[src/rtl/vdac_slew_pkg.sv]
package vdac_slew_pkg;
  typedef enum logic [2:0] {
    SQ_OFF  = 3'd0,
    SQ_IDLE = 3'd1,
    SQ_WAIT = 3'd2,
    SQ_RAMP = 3'd3,
    SQ_HOLD = 3'd4
  } seq_state_t;
endpackage

[src/rtl/vdac_predelay.sv]
module vdac_predelay #(
  parameter int PRE_US = 4
) (
  input  logic clk,
  input  logic rst_n,
  input  logic load,
  input  logic en,
  input  logic us_tick,
  output logic done
);
  localparam int CW = $clog2(PRE_US + 1);
  localparam logic [CW-1:0] LAST = CW'(PRE_US - 1);

  logic [CW-1:0] cnt_q, cnt_d;

  always_comb begin
    cnt_d = cnt_q;
    if (load) cnt_d = '0;
    else if (en && us_tick) cnt_d = cnt_q + 1'b1;
  end

  always_ff @(posedge clk or negedge rst_n) begin
    if (!rst_n) cnt_q <= '0;
    else        cnt_q <= cnt_d;
  end

  assign done = en && us_tick && (cnt_q == LAST) && !load;

  assert_cnt_bound_R3: assert property (@(posedge clk) disable iff (!rst_n)
    en |-> (cnt_q <= LAST));
  assert_cnt_moves_R3: assert property (@(posedge clk) disable iff (!rst_n)
    (!load && !(en && us_tick)) |=> $stable(cnt_q));
endmodule

[src/rtl/vdac_stepper.sv]
module vdac_stepper #(
  parameter int CODE_W = 5
) (
  input  logic              clk,
  input  logic              rst_n,
  input  logic              zero,
  input  logic              step_en,
  input  logic              up,
  output logic [CODE_W-1:0] code_q,
  output logic [CODE_W-1:0] code_step
);
  logic [CODE_W-1:0] code_d;

  assign code_step = up ? (code_q + 1'b1) : (code_q - 1'b1);

  always_comb begin
    code_d = code_q;
    if (zero) code_d = '0;
    else if (step_en) code_d = code_step;
  end

  always_ff @(posedge clk or negedge rst_n) begin
    if (!rst_n) code_q <= '0;
    else        code_q <= code_d;
  end

  assert_still_R4: assert property (@(posedge clk) disable iff (!rst_n)
    (!zero && !step_en) |=> $stable(code_q));
  assert_up_one_R4: assert property (@(posedge clk) disable iff (!rst_n)
    (!zero && step_en && up) |=> (code_q == $past(code_q) + 1'b1));
  assert_dn_one_R4: assert property (@(posedge clk) disable iff (!rst_n)
    (!zero && step_en && !up) |=> (code_q == $past(code_q) - 1'b1));
endmodule

[src/rtl/vdac_slew_seq.sv]
module vdac_slew_seq
  import vdac_slew_pkg::*;
#(
  parameter int CODE_W = 5,
  parameter int PRE_US = 4
) (
  input  logic              clk,
  input  logic              rst_n,
  input  logic              supply_ok,
  input  logic [CODE_W-1:0] target_code,
  input  logic              us_tick,
  input  logic              slew_tick,
  output logic [CODE_W-1:0] dac_code,
  output logic              busy,
  output logic              pg_mask
);
  seq_state_t        state_q, state_d;
  logic [CODE_W-1:0] dest_q, dest_d;
  logic              pwrup_q, pwrup_d;
  logic              pre_load, pre_done, step_en, zero;
  logic [CODE_W-1:0] code_step;
  logic              running, retarget, up;

  assign running  = (state_q == SQ_WAIT) || (state_q == SQ_RAMP) || (state_q == SQ_HOLD);
  assign retarget = running && (target_code != dest_q);
  assign up       = dest_q > dac_code;

  always_comb begin
    state_d  = state_q;
    dest_d   = dest_q;
    pwrup_d  = pwrup_q;
    pre_load = 1'b0;
    step_en  = 1'b0;
    zero     = 1'b0;
    if (!supply_ok) begin
      state_d = SQ_OFF;
      pwrup_d = 1'b0;
      zero    = 1'b1;
    end else begin
      unique case (state_q)
        SQ_OFF: begin
          dest_d   = target_code;
          pwrup_d  = 1'b1;
          state_d  = SQ_WAIT;
          pre_load = 1'b1;
        end
        SQ_IDLE: begin
          if (target_code != dac_code) begin
            dest_d   = target_code;
            pwrup_d  = 1'b0;
            state_d  = SQ_WAIT;
            pre_load = 1'b1;
          end
        end
        default: begin
          if (retarget) begin
            dest_d   = target_code;
            pwrup_d  = 1'b0;
            state_d  = SQ_WAIT;
            pre_load = 1'b1;
          end else if (state_q == SQ_WAIT) begin
            if (pre_done) state_d = (dest_q == dac_code) ? SQ_HOLD : SQ_RAMP;
          end else if (state_q == SQ_RAMP) begin
            if (slew_tick) begin
              step_en = 1'b1;
              if (code_step == dest_q) state_d = SQ_HOLD;
            end
          end else if (slew_tick) begin
            state_d = SQ_IDLE;
            pwrup_d = 1'b0;
          end
        end
      endcase
    end
  end

  always_ff @(posedge clk or negedge rst_n) begin
    if (!rst_n) begin
      state_q <= SQ_OFF;
      dest_q  <= '0;
      pwrup_q <= 1'b0;
    end else begin
      state_q <= state_d;
      dest_q  <= dest_d;
      pwrup_q <= pwrup_d;
    end
  end

  vdac_predelay #(.PRE_US(PRE_US)) u_predelay (
    .clk     (clk),
    .rst_n   (rst_n),
    .load    (pre_load),
    .en      (state_q == SQ_WAIT),
    .us_tick (us_tick),
    .done    (pre_done)
  );

  vdac_stepper #(.CODE_W(CODE_W)) u_stepper (
    .clk       (clk),
    .rst_n     (rst_n),
    .zero      (zero),
    .step_en   (step_en),
    .up        (up),
    .code_q    (dac_code),
    .code_step (code_step)
  );

  assign busy    = running;
  assign pg_mask = running && !pwrup_q;

  assert_off_zero_R9: assert property (@(posedge clk) disable iff (!rst_n)
    !supply_ok |=> (dac_code == '0 && !busy && !pg_mask));
  assert_wait_frozen_R3: assert property (@(posedge clk) disable iff (!rst_n)
    (state_q == SQ_WAIT && supply_ok) |=> $stable(dac_code));
  assert_hold_keeps_R5: assert property (@(posedge clk) disable iff (!rst_n)
    (state_q == SQ_HOLD && supply_ok && !slew_tick && !retarget) |=> (busy && $stable(pg_mask)));
  assert_equal_idle_R7: assert property (@(posedge clk) disable iff (!rst_n)
    (state_q == SQ_IDLE && supply_ok && target_code == dac_code) |=> (!busy && !pg_mask));
  assert_pwrup_nomask_R2: assert property (@(posedge clk) disable iff (!rst_n)
    (state_q == SQ_OFF && supply_ok) |=> (busy && !pg_mask));
  assert_retarget_R8: assert property (@(posedge clk) disable iff (!rst_n)
    (retarget && supply_ok) |=> (state_q == SQ_WAIT && pg_mask && $stable(dac_code)));
endmodule

[config.mk]
export PLATFORM = sky130hd
export DESIGN_NAME = vdac_slew_seq
export DESIGN_NICKNAME = d
export VERILOG_FILES = /design/src/rtl/vdac_slew_pkg.sv /design/src/rtl/vdac_predelay.sv /design/src/rtl/vdac_stepper.sv /design/src/rtl/vdac_slew_seq.sv
export SDC_FILE = /design/constraint.sdc
export NUM_CORES = 1
export LEC_CHECK = 0
export ABC_AREA = 1
export ABC_CLOCK_PERIOD_IN_PS = 3250
export BUFFER_PORTS_ARGS = -buffer_cell sky130_fd_sc_hd__buf_4
export CORE_ASPECT_RATIO = 1.1
export CORE_UTILIZATION = 45
export CTS_CLUSTER_DIAMETER = 200
export DETAILED_ROUTE_END_ITERATION = 10
export SLEW_MARGIN = 20
export SYNTH_ARGS = -nofsm -noshare
export SYNTH_HDL_FRONTEND = slang
export SYNTH_SLANG_ARGS = --single-unit
[constraint.sdc]
create_clock -name clk -period 3.25 [get_ports clk]
set_input_delay 0.1625 -clock clk [delete_from_list [all_inputs] [get_ports clk]]
set_output_delay 0.1625 -clock clk [all_outputs]
set_load 0.02 [all_outputs]
**After elaboration in Yosys (flattened, before gate mapping)**

Index checks and enable logic that the tools add are counted.
Widths: inputs -> output; s select.

- Output and inout port bits: 7
- Bits in registers: 17

- Equal/unequal tests: 18
- $add $sub $neg: 3
- Order comparisons: 1
- Reduce and logical (&&, ||, !) cells: 16
- Multiplexer cells: 36

Operator list:

| cell | count |
|---|---|
| $mux 3 | 12 |
| $mux 5 | 5 |
| $mux 1 | 15 |
| $eq 5x5->1 | 2 |
| $ne 5x5->1 | 2 |
| $pmux 5 s2 | 1 |
| $eq 3x2->1 const B | 3 |
| $reduce_and 4->1 | 2 |
| $ne 7x3->1 const B | 1 |
| $ne 6x1->1 const B | 1 |
| $ne 6x6->1 const B | 1 |
| $pmux 3 s2 | 1 |
| $add 5x1->5 const B | 1 |
| $gt 5x5->1 | 1 |
| $logic_and 1x1->1 | 5 |
| $ne 5x1->1 const B | 1 |
| $ne 5x3->1 const B | 1 |
| $ne 5x5->1 const B | 1 |
| $sub 5x1->5 const B | 1 |
| $pmux 1 s2 | 2 |
| $add 3x1->3 const B | 1 |
| $eq 3x1->1 const B | 1 |
| $eq 3x3->1 const B | 1 |
| $logic_not 3->1 | 1 |
| 9 further kinds | 11 |

**Longest topological paths before layout**

Gate-level depths: netlist of run 1.

- Depth in word-level cells: 14
- Gate-level depth with buffers: 20
- Mapped depth without buffers: 20

**By module**

From an unflattened synthesis of run 1, not the netlist that was laid out.

- Cells, all modules: 232
- Area, all modules: 1488.9 um^2

Modules (own cells, without submodules):

| module | times used | area each (um^2) | cells each | seq. area each (um^2) |
|---|---|---|---|---|
| vdac_slew_seq | 1 | 927.1 | 151 | 225.2 |
| vdac_stepper | 1 | 382.9 | 57 | 125.1 |
| vdac_predelay | 1 | 178.9 | 24 | 75.1 |

**Worst setup path before layout of run 1**

Ideal clock, no wire load.

- Path kind: register -> register
- From: register u_stepper.code_q[4]
- To: register state_q[0]
- Path slack: 0.546 ns
- Path buffers: 0
- Cell stages (with the launch flop): 20
- Arrival: 2.587 ns
- Library setup time: 0.117 ns
- Cell sequence: dfrtp_1 > inv_1 > ha_1 > nand2_1 > nor2_1 > nand2_1 > nand3_1 > nand2_1 > fa_1 > inv_1 > a21oi_1 > o21ai_0 > nor2_1 > nand2_1 > nor2_1 > nand3_1 > nand2_1 > nand2_2 > nand2_1 > nand2_1

- Cells in the longest elaborated chain, start to end: 8
- Elaborated cells between the ends (all ways): 22

Ends and longest elaborated chain:

| what | RTL line | text |
|---|---|---|
| start, declared | vdac_stepper.sv:9 | `output logic [CODE_W-1:0] code_q,` |
| start signal, assigned | vdac_stepper.sv:24 | `else code_q <= code_d;` |
| branches (longest 8 deep; another with $sub 5x1->5) | -- |  |
| end signal, assigned | vdac_slew_seq.sv:83 | `state_q <= state_d;` |
| end, declared | vdac_slew_seq.sv:17 | `seq_state_t state_q, state_d;` |

Parallel ways; which one is timed is not known. The select of a mux whose other input is x is not followed.
A chain may end at the register's enable or synchronous reset.

**Worst setup path after layout of run 1**

- From: register u_stepper.code_q[4]
- To: register state_q[2]

Same word-level chain as after synthesis.

==> metrics.log, run 1 <==
INFO  metric fillers = 325
INFO  metric seq_area_frac_synth = 29.7%
INFO  metric antenna_left = 0
INFO  metric die_area = 0.00341 mm²
INFO  metric critical_path.max_fanout = 5
INFO  metric number_of_synthesized_flops_with_an_enable_pin = 0
INFO  metric timing.final.max_slew_violations = 0
INFO  metric syn-cell-area = 0.00143 mm²
INFO  metric finalWirelength = about 3400 µm
INFO  metric groute.usage.overall = 22.1%
INFO  metric power_per_cell_area = 859 mW/mm²
INFO  metric post_cts_buffers = 0
INFO  metric rows = 21
INFO  metric crit_buf_inv = 2
INFO  metric gr-total-overflow = 0
INFO  metric layout_worst_path_cycle_share = 90.5%
INFO  metric peak_freq = 340 MHz
INFO  metric numCtsBuffers = 3
INFO  metric max_slew_margin = 80.8%
INFO  metric clkSlewWorstSetupHoldPaths = roughly 0.090 ns
INFO  metric timing.setup.tns = 0 ns
INFO  metric worst_case_clock_skew = 0.00619 ns
INFO  metric critical_path.cell_chain = inv_1 -> ha_1 -> nand2_1 -> nor2_1 -> nand2_1 -> nand3_1 -> nand2_2 -> fa_1 -> inv_1 -> a21oi_1 -> o21ai_0 -> nor2_1 -> nand2_1 -> nor2_1 -> nand3_1 -> nand2_1 -> nand2_2 -> nand2_1 -> nand2_1
INFO  metric critical-path-top-cell-by-count = sky130_fd_sc_hd__nand2_1
INFO  metric fin_ws = 0.309 ns
INFO  metric final_critical_path_required_period = between 2 and 3 ns
INFO  metric setup_viol_count_final = 0
INFO  metric firstDrtPassIters = 4
INFO  metric clock_sink_count = 17
INFO  metric die_x = 55.8 µm
INFO  metric crit_required = 3.44 ns
INFO  metric io-pin-count = 17
INFO  metric synth_async_reset_ratio = 100%
INFO  metric cts_tree = built
INFO  metric wl_per_cell = 12.5 µm
INFO  metric criticalPathCategory = flop to flop
INFO  metric fp.coreArea = 0.00305 mm²
INFO  metric via_count = 1359
INFO  metric grt_setup_unrepaired = no
INFO  metric grt_pass1_vias = 1304
INFO  metric mostFrequentLayoutCell = sky130_fd_sc_hd__nand2_1
INFO  metric die_y = around 61 µm
INFO  metric mostFrequentLayoutCells = sky130_fd_sc_hd__nand2_1 (71), sky130_fd_sc_hd__inv_1 (34), sky130_fd_sc_hd__nand3_1 (20)
INFO  metric total_leakage_power = roughly 0.9 nW
INFO  metric clock-root-buffer = sky130_fd_sc_hd__clkbuf_4
INFO  metric synth_nets = 237
INFO  metric hp-class = primary input to flop
INFO  metric cp_slowest_stage_delay = 0.50 ns
INFO  metric worst_pin_slew = 0.287 ns
INFO  metric cp_top_family = simple AND/OR/NAND/NOR gates
INFO  metric grt_antenna_before_repair = 0
INFO  metric buffer_ports.inserted = 16
INFO  metric synth_top_flop_cell = sky130_fd_sc_hd__dfrtp_1
INFO  metric drt-initial-drc-count = 39
INFO  metric worstSkewPairLatency = 0.29 ns
INFO  metric timing.critical_path.arrival = 3.13 ns
INFO  metric synth-warning-count = 0
INFO  metric post-place-ws = roughly 0.33 ns
INFO  metric floorplan.initialDensity = between 40 and 50%
INFO  metric proportion_of_layout_cells_with_a_drive_suffix_above_1 = between 15 and 20%
INFO  metric post_synth_inst_count = 216
INFO  metric global_route_wire_length_before_repair = 5750 µm
INFO  metric syn_area_per_cell = 6.63 µm²
INFO  metric maxCapViolCount = 0
INFO  metric vdd.ir_drop.worst = roughly 0.45 mV
INFO  metric post-route-drc-count = 0
INFO  metric run_status = finished clean
INFO  metric detailed_placement_hpwl = 2640 µm
INFO  metric design.final.nets = 257
INFO  metric grt_start_max_net_pins = 18
INFO  metric final_hold_viol_count = 0
INFO  metric cts_htree_levels = 1
INFO  metric area_delta_synth_final = 14.4%
INFO  metric crit_slowest_cell = sky130_fd_sc_hd__fa_1
INFO  metric gpl.final_weighted_congestion = 0.846
INFO  metric synth.ff_latch_count = 17
INFO  metric timing.critical_path.from_type = flop
INFO  metric routed_via_density = roughly 5
INFO  metric netlist-cell-type-count = 26
INFO  metric setup.worst_path.end_class = flop
INFO  metric max-clock-path-buffers = 2
INFO  metric number_of_diodes_added_for_antenna_fixing = 0
[layer usage]
metal / vias to the layer above / global-route usage [%] / routed length, µm
met5: - / 0 / 0
met4: 0 / 9.64 / 60
met1: 618 / 27.9 / 1560
met2: 17 / 38.7 / 1680
met3: 6 / 3.15 / 55
li1: 718 / - / -
[timing repair]
item / CTS / global route
setup endpoints to repair: 0 / 3
gates resized for setup: 0 / 3
hold buffers: 1 / 0
endpoints found under the hold margin: 17 / 0
[final timing paths]
| check | start | cells past startpoint | end | slack (ns) |
|---|---|---|---|---|
| min | target_code[4] | 3 | dest_q[4] | 0.17 |
| min reg2reg | pwrup_q | 2 | pwrup_q | 0.49 |
| max reg2reg | u_stepper.code_q[4] | 19 | state_q[2] | 0.31 |
| min in group asynchronous | rst_n | 2 | u_stepper.code_q[2] | 0.27 |
| max in group asynchronous | rst_n | 2 | u_stepper.code_q[1] | 2.77 |
| max | u_stepper.code_q[4] | 19 | state_q[2] | 0.31 |
[area by class of cell]
| cell class | instances | area, µm² | area share [%] |
|---|---|---|---|
| repair buffers | 17 | 130 | 7.95 |
| multi-input cells | 161 | 877 | 53.6 |
| clock buffers | 4 | 26.3 | 1.60 |
| flip-flops and latches | 17 | 427 | 26.1 |
| well taps | 34 | 42.5 | 2.60 |
| inverters | 36 | 135 | 8.25 |
[where the power goes]
| group | internal [mW] | switching (mW) | leakage (nW) | total (mW) |
|---|---|---|---|---|
| Combinational | 0.342 | 0.584 | 0.666 | 0.926 |
| Sequential | 0.277 | 0.0875 | 0.222 | 0.365 |
| Clock | 0.0477 | 0.0674 | 0.0150 | 0.115 |
[cell families (layout without fill, tap and decap cells)]
group	Yosys count	after routing	share of synthesized area [%]
compound gates	22	22	9.44
fa+ha+maj	11	11	10.1
xor+xnor	3	3	1.84
flops	17	17	29.7
buf+inv	38	57	10.1
simple gates	125	125	38.8
[worst register-to-register path, stage by stage (launching register included)]
cell,delay (ns)
sky130_fd_sc_hd__dfrtp_1,0.42
sky130_fd_sc_hd__inv_1,0.11
sky130_fd_sc_hd__ha_1,0.31
sky130_fd_sc_hd__nand2_1,0.08
sky130_fd_sc_hd__nor2_1,0.14
sky130_fd_sc_hd__nand2_1,0.07
sky130_fd_sc_hd__nand3_1,0.10
sky130_fd_sc_hd__nand2_2,0.13
sky130_fd_sc_hd__fa_1,0.50
sky130_fd_sc_hd__inv_1,0.07
sky130_fd_sc_hd__a21oi_1,0.14
sky130_fd_sc_hd__o21ai_0,0.10
sky130_fd_sc_hd__nor2_1,0.12
sky130_fd_sc_hd__nand2_1,0.06
sky130_fd_sc_hd__nor2_1,0.08
sky130_fd_sc_hd__nand3_1,0.09
sky130_fd_sc_hd__nand2_1,0.15
sky130_fd_sc_hd__nand2_2,0.09
sky130_fd_sc_hd__nand2_1,0.07
sky130_fd_sc_hd__nand2_1,0.04
[synth_stat cells (3+ instances only)]
master,count,share of area (%)
sky130_fd_sc_hd__ha_1,10,8.7
sky130_fd_sc_hd__dfrtp_1,17,30
sky130_fd_sc_hd__o21ai_0,8,2.8
sky130_fd_sc_hd__inv_1,34,8.9
sky130_fd_sc_hd__nand2_4,3,2.4
sky130_fd_sc_hd__o22ai_1,3,1.3
sky130_fd_sc_hd__a21oi_1,7,2.4
sky130_fd_sc_hd__nand4_1,3,1.3
sky130_fd_sc_hd__nor2_1,19,5.0
sky130_fd_sc_hd__nand3_1,20,7.0
sky130_fd_sc_hd__nand2_1,72,19
[through the flow]
step	cells	hold slack, ns	util (%)	cell area, µm²	total power [mW]
floorplan	216	-0.133	-	1430	1.04
global placement	264	0.0455	52.0	1590	1.23
detailed placement	264	0.0519	52.0	1590	1.26
CTS	269	0.158	53.2	1620	1.38
global route	269	0.151	53.7	1640	1.57
finish	269	0.169	53.7	1640	1.41
[flip-flops by register name, summed over array words and instances (netlist names)]
signal            cells
state_q               3
pwrup_q               1
u_stepper.code_q      5
u_predelay.cnt_q      3
dest_q                5
No activity file was read; power rests on OpenSTA's default activity.
==> run 2: changes to the inputs <==
--- a/config.mk
+++ b/config.mk
@@ -9,7 +9,7 @@
 export ABC_CLOCK_PERIOD_IN_PS = 3250
 export BUFFER_PORTS_ARGS = -buffer_cell sky130_fd_sc_hd__buf_4
 export CORE_ASPECT_RATIO = 1.1
-export CORE_UTILIZATION = 45
+export CORE_UTILIZATION = 35
 export CTS_CLUSTER_DIAMETER = 200
 export DETAILED_ROUTE_END_ITERATION = 10
 export SLEW_MARGIN = 20
==> run 2 against run 1 <==
  * Clock skew is 0.00055 ns lower
  * Clock-buffer cell count stayed put
  * Final cell count is 7.1% higher
  * Sequential power is 1% lower
  * Clock power is 43% higher
  * Non-clock buffer count is 1 higher
  * Fmax is 3.4% higher
  * Routed wire length is 2.2% lower
  * Global-route usage is 6.0 points lower
  * Critical endpoint unchanged
  * Die area is 28% higher
==> metrics.log, run 2 (same netlist as run 1, synthesis figures left out) <==
INFO  metric clkSlewWorstSetupHoldPaths = 0.07 ns (was 0.09 ns)
INFO  metric number_of_diodes_added_for_antenna_fixing = 0 (unchanged)
INFO  metric run_status = finished clean (unchanged)
INFO  metric critical_register_to_register_path_endpoint = state_q[2] (unchanged)
INFO  metric timing.critical_path.arrival = 2.99 ns (was 3.13 ns)
INFO  metric routed_via_density = 4.71 (was 5.05)
INFO  metric peak_freq = 352 MHz (was 340 MHz)
INFO  metric fp.coreArea = 0.00393 mm² (was 0.00305 mm²)
INFO  metric die_area = 0.00435 mm² (was 0.00341 mm²)
INFO  metric fillers = 442 (was 325)
INFO  metric timing.critical_path.from_type = flop (unchanged)
INFO  metric hp-class = primary input to flop (unchanged)
INFO  metric worst_case_clock_skew = 0.00564 ns (was 0.00619 ns)
INFO  metric crit_start = u_stepper.code_q[4] (unchanged)
INFO  metric finalWirelength = 3280 µm (was 3360 µm)
INFO  metric multi_input_comb_area = 862 µm² (was 877 µm²)
INFO  metric max_slew_margin = 84.0% (was 80.8%)
INFO  metric flop_to_flop_setup_slack = 0.41 ns (was 0.31 ns)
INFO  metric reg.largest.list = dest_q (5), u_stepper.code_q (5) (unchanged)
INFO  metric grt_pass1_vias = 1251 (was 1304)
INFO  metric grt_setup_unrepaired = no (unchanged)
INFO  metric timing.hold.worst_endpoint = dest_q[0] (was dest_q[4])
INFO  metric clock_sink_count = 17 (unchanged)
INFO  metric worst_r2r_path_depth = 19 (unchanged)
INFO  metric timing.final.max_slew_violations = 0 (unchanged)
INFO  metric power_per_cell_area = 844 mW/mm² (was 859 mW/mm²)
INFO  metric area_delta_synth_final = 16.7% (was 14.4%)
INFO  metric final_area = 0.00167 mm² (was 0.00164 mm²)
INFO  metric crit_required = 3.40 ns (was 3.44 ns)
INFO  metric buffer_ports.inserted = 16 (unchanged)
INFO  metric grt_start_max_net_pins = 18 (unchanged)
INFO  metric via_count = 1356 (was 1359)
INFO  metric wl_per_cell = 11.4 µm (was 12.5 µm)
INFO  metric worstHoldStart = target_code[0] (was target_code[4])
INFO  metric numCtsBuffers = 3 (unchanged)
INFO  metric critical_path.max_fanout = 5 (unchanged)
INFO  metric layoutNonFillerInstCount = 288 (was 269)
INFO  metric timing.setup.tns = 0 ns (unchanged)
INFO  metric mostFrequentLayoutCells = sky130_fd_sc_hd__nand2_1 (72), sky130_fd_sc_hd__inv_1 (34), sky130_fd_sc_hd__nand3_1 (20) (was sky130_fd_sc_hd__nand2_1 (71), sky130_fd_sc_hd__inv_1 (34), sky130_fd_sc_hd__nand3_1 (20))
INFO  metric gpl.final_weighted_congestion = 0.804 (was 0.846)
INFO  metric groute.usage.overall = 16.1% (was 22.1%)
INFO  metric cts_htree_levels = 1 (unchanged)
INFO  metric drt-initial-drc-count = 80 (was 39)
INFO  metric design.final.nets = 258 (was 257)
INFO  metric global_route_wire_length_before_repair = 5580 µm (was 5750 µm)
INFO  metric final-seq-area = 425 µm² (was 427 µm²)
INFO  metric post-route-drc-count = 0 (unchanged)
INFO  metric max-clock-path-buffers = 2 (unchanged)
INFO  metric detailed_placement_hpwl = 2640 µm (about the same)
INFO  metric vdd.ir_drop.worst = 0.246 mV (was 0.452 mV)
INFO  metric antenna_left = 0 (unchanged)
INFO  metric grt_antenna_before_repair = 0 (unchanged)
INFO  metric total_leakage_power = 0.919 nW (was 0.903 nW)
INFO  metric placed_cells_incl_taps = 283 (was 264)
INFO  metric die_x = 63.0 µm (was 55.8 µm)
INFO  metric io-pin-count = 17 (unchanged)
INFO  metric setup_viol_count_final = 0 (unchanged)
INFO  metric worst_pin_slew = 0.239 ns (was 0.287 ns)
INFO  metric placed_area = 0.00162 mm² (was 0.00159 mm²)
INFO  metric criticalPathCategory = flop to flop (unchanged)
INFO  metric maxCapViolCount = 0 (unchanged)
INFO  metric layout_worst_path_cycle_share = 87.5% (was 90.5%)
INFO  metric final_critical_path_required_period = 2.84 ns (was 2.94 ns)
INFO  metric timing.hold.ws = 0.211 ns (was 0.169 ns)
INFO  metric rows = 24 (was 21)
INFO  metric postCtsResizedCells = 0 (unchanged)
INFO  metric crit-reg2reg-launch = u_stepper.code_q[4] (unchanged)
INFO  metric gr-total-overflow = 0 (unchanged)
INFO  metric die_y = 69.1 µm (was 61.2 µm)
INFO  metric firstDrtPassIters = 4 (unchanged)
INFO  metric worstSkewPairLatency = 0.25 ns (was 0.29 ns)
INFO  metric clock-root-buffer = sky130_fd_sc_hd__clkbuf_8 (was sky130_fd_sc_hd__clkbuf_4)
INFO  metric proportion_of_layout_cells_with_a_drive_suffix_above_1 = 14.4% (was 15.3%)
INFO  metric setup.worst_path.end_class = flop (unchanged)
INFO  metric mostFrequentLayoutCell = sky130_fd_sc_hd__nand2_1 (unchanged)
INFO  metric min_path_cells = 3 (unchanged)
INFO  metric floorplan.initialDensity = 36.4% (was 47.0%)
INFO  metric final_hold_viol_count = 0 (unchanged)
INFO  metric cts_tree = built (unchanged)
[run 2: critical path: stages (launching register included)]
cell	delay, ns
sky130_fd_sc_hd__dfrtp_1	0.40
sky130_fd_sc_hd__inv_1	0.10
sky130_fd_sc_hd__ha_1	0.31
sky130_fd_sc_hd__nand2_1	0.08
sky130_fd_sc_hd__nor2_1	0.13
sky130_fd_sc_hd__nand2_1	0.06
sky130_fd_sc_hd__nand3_1	0.08
sky130_fd_sc_hd__nand2_1	0.15
sky130_fd_sc_hd__fa_1	0.53
sky130_fd_sc_hd__inv_1	0.06
sky130_fd_sc_hd__a21oi_1	0.10
sky130_fd_sc_hd__o21ai_0	0.08
sky130_fd_sc_hd__nor2_1	0.11
sky130_fd_sc_hd__nand2_1	0.05
sky130_fd_sc_hd__nor2_1	0.09
sky130_fd_sc_hd__nand3_1	0.08
sky130_fd_sc_hd__nand2_1	0.13
sky130_fd_sc_hd__nand2_2	0.08
sky130_fd_sc_hd__nand2_1	0.06
sky130_fd_sc_hd__nand2_1	0.05
[run 2: power by group]
part | leakage (nW) | internal, mW | total (mW) | switching (mW)
Sequential | 0.224 | 0.278 | 0.360 | 0.0821
Combinational | 0.673 | 0.324 | 0.885 | 0.561
Clock | 0.0228 | 0.0871 | 0.165 | 0.0781
Total | 0.919 | 0.689 | 1.41 | 0.721
[run 2: worst max path at each step]
stage / end / slack, ns / cells after the start
floorplan: state_q[0] / 0.55 / 19
global placement: state_q[1] / 0.47 / 19
detailed placement: state_q[0] / 0.42 / 19
CTS: state_q[0] / 0.40 / 19
global route: state_q[2] / 0.07 / 19
finish: state_q[2] / 0.41 / 19
[run 2: what timing repair did]
| item | in CTS | in global routing |
|---|---|---|
| setup buffers | 0 | 0 |
| hold endpoints to repair | 17 | 0 |
| hold buffers | 1 | 0 |
[run 2: per-stage QoR]
| stage | utilization (%) | total power [mW] | setup slack, ns |
|---|---|---|---|
| 5_1_grt | 42.5 | 1.55 | 0.0709 |
| 6_report | 42.5 | 1.41 | 0.406 |
| 2_1_floorplan | - | 1.04 | 0.546 |
| 4_1_cts | 42.5 | 1.42 | 0.403 |
| 3_3_place_gp | 41.1 | 1.24 | 0.468 |
| 3_5_place_dp | 41.1 | 1.24 | 0.424 |
[run 2: final cells by class]
type                            count  share of cell area (%)
Inverter                           36                    8.09
Sequential cell                    17                    25.5
Multi-Input combinational cell    161                    51.6
Clock buffer                        4                    2.70
Tap cell                           52                    3.90
Timing Repair Buffer               18                    8.24
[run 2: per-layer routing]
| metal | vias to the layer above | track usage [%] | wire, µm |
|---|---|---|---|
| met3 | 4 | 2.81 | 73 |
| met4 | 0 | 5.17 | 45 |
| li1 | 724 | - | - |
| met5 | - | 0 | 0 |
| met1 | 613 | 20.7 | 1640 |
| met2 | 15 | 27.0 | 1520 |
==> run 3: changes to the inputs <==
--- a/config.mk
+++ b/config.mk
@@ -8,7 +8,7 @@
 export ABC_AREA = 1
 export ABC_CLOCK_PERIOD_IN_PS = 3250
 export BUFFER_PORTS_ARGS = -buffer_cell sky130_fd_sc_hd__buf_4
-export CORE_ASPECT_RATIO = 1.1
+export CORE_ASPECT_RATIO = 0.8
 export CORE_UTILIZATION = 35
 export CTS_CLUSTER_DIAMETER = 200
 export DETAILED_ROUTE_END_ITERATION = 10
==> run 3 against run 2 <==
  * Global-route usage up 0.51 points
  * Largest power group unchanged
  * Register-to-register slack about the same
  * Utilization is 1.2 points higher
  * Clock power about the same
  * Sequential share of layout area down 0.19 points
==> metrics.log, run 3 (same netlist as run 1, synthesis figures left out) <==
INFO  metric setup_viol_count_final = 0 (unchanged)
INFO  metric fin_ws = 0.403 ns (was 0.406 ns)
INFO  metric clock_sink_count = 17 (unchanged)
INFO  metric via_count = 1371 (was 1356)
INFO  metric design.final.nets = 259 (was 258)
INFO  metric wl_per_cell = 11.2 µm (was 11.4 µm)
INFO  metric firstDrtPassIters = 4 (unchanged)
INFO  metric max_slew_margin = 83.8% (was 84.0%)
INFO  metric crit-reg2reg-launch = u_stepper.code_q[3] (was u_stepper.code_q[4])
INFO  metric postCtsResizedCells = 0 (unchanged)
INFO  metric floorplan.initialDensity = 37.1% (was 36.4%)
INFO  metric antenna_left = 0 (unchanged)
INFO  metric power.switching_fraction = 51.4% (was 51.1%)
INFO  metric clock-root-buffer = sky130_fd_sc_hd__clkbuf_8 (unchanged)
INFO  metric cts_tree = built (unchanged)
INFO  metric proportion_of_layout_cells_with_a_drive_suffix_above_1 = 15.2% (was 14.4%)
INFO  metric timing.critical_path.from_type = flop (unchanged)
INFO  metric criticalPathCategory = flop to flop (unchanged)
INFO  metric die_area = 0.00435 mm² (about the same)
INFO  metric detailed_placement_hpwl = 2600 µm (was 2640 µm)
INFO  metric crit_start = u_stepper.code_q[3] (was u_stepper.code_q[4])
INFO  metric run_status = finished clean (unchanged)
INFO  metric finish.utilization = 43.7% (was 42.5%)
INFO  metric setup.worst_path.end_class = flop (unchanged)
INFO  metric layout_worst_path_cycle_share = 87.6% (was 87.5%)
INFO  metric grt_start_max_net_pins = 18 (unchanged)
INFO  metric critPathCapture = state_q[1] (was state_q[2])
INFO  metric mostFrequentLayoutCells = sky130_fd_sc_hd__nand2_1 (72), sky130_fd_sc_hd__inv_1 (34), sky130_fd_sc_hd__nand3_1 (20) (unchanged)
INFO  metric clkSlewWorstSetupHoldPaths = 0.08 ns (was 0.07 ns)
INFO  metric power_per_cell_area = 837 mW/mm² (was 844 mW/mm²)
INFO  metric total_power = 1.41 mW (about the same)
INFO  metric net-switching-power = 723 µW (was 721 µW)
INFO  metric critical_register_to_register_path_endpoint = state_q[1] (was state_q[2])
INFO  metric fp.coreArea = 0.00385 mm² (was 0.00393 mm²)
INFO  metric global_route_wire_length_before_repair = 5340 µm (was 5580 µm)
INFO  metric timing.final.max_slew_violations = 0 (unchanged)
INFO  metric worstSkewPairLatency = 0.26 ns (was 0.25 ns)
INFO  metric post-route-drc-count = 0 (unchanged)
INFO  metric worst_r2r_path_depth = 19 (unchanged)
INFO  metric post-place-ws = 0.410 ns (was 0.424 ns)
INFO  metric min_path_cells = 3 (unchanged)
INFO  metric die_x = 73.5 µm (was 63.0 µm)
INFO  metric flop_to_flop_setup_slack = 0.40 ns (was 0.41 ns)
INFO  metric mostFrequentLayoutCell = sky130_fd_sc_hd__nand2_1 (unchanged)
INFO  metric cts_htree_levels = 1 (unchanged)
INFO  metric buffer_ports.inserted = 16 (unchanged)
INFO  metric p_seq_share = 25.5% (about the same)
INFO  metric timing.setup.tns = 0 ns (unchanged)
INFO  metric grt_pass1_vias = 1142 (was 1251)
INFO  metric cellInternalPower = 685 µW (was 689 µW)
INFO  metric final_critical_path_required_period = 2.85 ns (was 2.84 ns)
INFO  metric vdd.ir_drop.worst = 0.385 mV (was 0.246 mV)
INFO  metric routed_via_density = 4.70 (was 4.71)
INFO  metric timing.critical_path.arrival = 2.99 ns (about the same)
INFO  metric maxCapViolCount = 0 (unchanged)
INFO  metric peak_freq = 351 MHz (was 352 MHz)
INFO  metric gr-total-overflow = 0 (unchanged)
INFO  metric number_of_diodes_added_for_antenna_fixing = 0 (unchanged)
INFO  metric area_delta_synth_final = 17.6% (was 16.7%)
INFO  metric grt_setup_unrepaired = no (unchanged)
INFO  metric critical_path.max_fanout = 5 (unchanged)
INFO  metric max-clock-path-buffers = 2 (unchanged)
INFO  metric die_y = 59.2 µm (was 69.1 µm)
INFO  metric worst_case_clock_skew = 0.00808 ns (was 0.00564 ns)
INFO  metric total_leakage_power = 0.927 nW (was 0.919 nW)
INFO  metric share_of_power_burned_in_combinational_logic = 62.8% (about the same)
INFO  metric rows = 20 (was 24)
INFO  metric groute.usage.overall = 16.6% (was 16.1%)
INFO  metric io-pin-count = 17 (unchanged)
INFO  metric finalWirelength = 3280 µm (about the same)
INFO  metric hp-class = primary input to flop (unchanged)
INFO  metric grt_antenna_before_repair = 0 (unchanged)
INFO  metric worst_pin_slew = 0.242 ns (was 0.239 ns)
INFO  metric p_clk_share = 11.7% (about the same)
INFO  metric crit_required = 3.40 ns (about the same)
INFO  metric reg.largest.list = dest_q (5), u_stepper.code_q (5) (unchanged)
INFO  metric numCtsBuffers = 3 (unchanged)
INFO  metric gpl.final_weighted_congestion = 0.854 (was 0.804)
INFO  metric final_hold_viol_count = 0 (unchanged)
INFO  metric drt-initial-drc-count = 86 (was 80)
run 3: cell types whose count changed in the layout (fill, tap and decap cells not counted):
cell,previous run,this run
sky130_fd_sc_hd__clkbuf_1,1,0
sky130_fd_sc_hd__clkinv_2,0,1
sky130_fd_sc_hd__buf_4,17,18
run 3: stage by stage:
| stage | hold slack (ns) | cell area (µm²) | instances |
|---|---|---|---|
| floorplan | -0.133 | 1430 | 216 |
| global placement | 0.0490 | 1630 | 287 |
| detailed placement | 0.0496 | 1630 | 287 |
| CTS | 0.204 | 1680 | 292 |
| global route | 0.226 | 1680 | 292 |
| finish | 0.205 | 1680 | 292 |
run 3: routing by layer:
| metal | global-route usage, % | share of wire, % | up-vias |
|---|---|---|---|
| met4 | 2.47 | 0.64 | 0 |
| met1 | 25.4 | 54 | 615 |
| met2 | 24.0 | 40 | 33 |
| met3 | 4.08 | 5.0 | 2 |
| met5 | 0 | 0 | - |
| li1 | - | - | 721 |
run 3: cell type report:
cell class | instances | area [µm²]
clock buffers | 3 | 41.3
clock inverters | 1 | 5.00
fillers | 422 | 2170
inverters | 36 | 135
multi-input cells | 161 | 862
flip-flops and latches | 17 | 425
well taps | 55 | 68.8
repair buffers | 19 | 145
run 3: worst min-delay path by stage:
stage / from / end / slack [ns]
floorplan: rst_n / dest_q[0] / -0.13
global placement: rst_n / pwrup_q / 0.05
detailed placement: rst_n / pwrup_q / 0.05
CTS: target_code[0] / dest_q[0] / 0.20
global route: target_code[0] / dest_q[0] / 0.23
finish: target_code[0] / dest_q[0] / 0.20
run 3: critical path, stage by stage (launching register included):
cell and delay [ns]:
sky130_fd_sc_hd__dfrtp_1 0.41, sky130_fd_sc_hd__inv_1 0.11, sky130_fd_sc_hd__ha_1 0.28, sky130_fd_sc_hd__nand2_1 0.07
sky130_fd_sc_hd__nor2_1 0.14, sky130_fd_sc_hd__nand2_1 0.06, sky130_fd_sc_hd__nand3_1 0.09, sky130_fd_sc_hd__nand2_1 0.15
sky130_fd_sc_hd__fa_1 0.45, sky130_fd_sc_hd__nand2_1 0.09, sky130_fd_sc_hd__nand2_1 0.08, sky130_fd_sc_hd__xor2_1 0.17
sky130_fd_sc_hd__nor2_1 0.10, sky130_fd_sc_hd__nand2_1 0.05, sky130_fd_sc_hd__nor2_1 0.08, sky130_fd_sc_hd__nand3_1 0.08
sky130_fd_sc_hd__nand2_1 0.14, sky130_fd_sc_hd__nand2_2 0.08, sky130_fd_sc_hd__nand2_1 0.06, sky130_fd_sc_hd__nand2_1 0.05
run 3: power groups by stage:
stage / Combinational, mW / Clock [mW] / Sequential (mW)
after CTS: 0.883 / 0.172 / 0.358
after global placement: 0.888 / 0 / 0.364
final: 0.885 / 0.165 / 0.359
after detailed placement: 0.878 / 0 / 0.361
after floorplan: 0.683 / 0 / 0.352
after global routing: 1.01 / 0.177 / 0.368
run 3: what timing repair did:
| item | in CTS | in global routing |
|---|---|---|
| hold buffers | 1 | 0 |
| setup buffers | 0 | 0 |
| endpoints found under the hold margin | 17 | 0 |
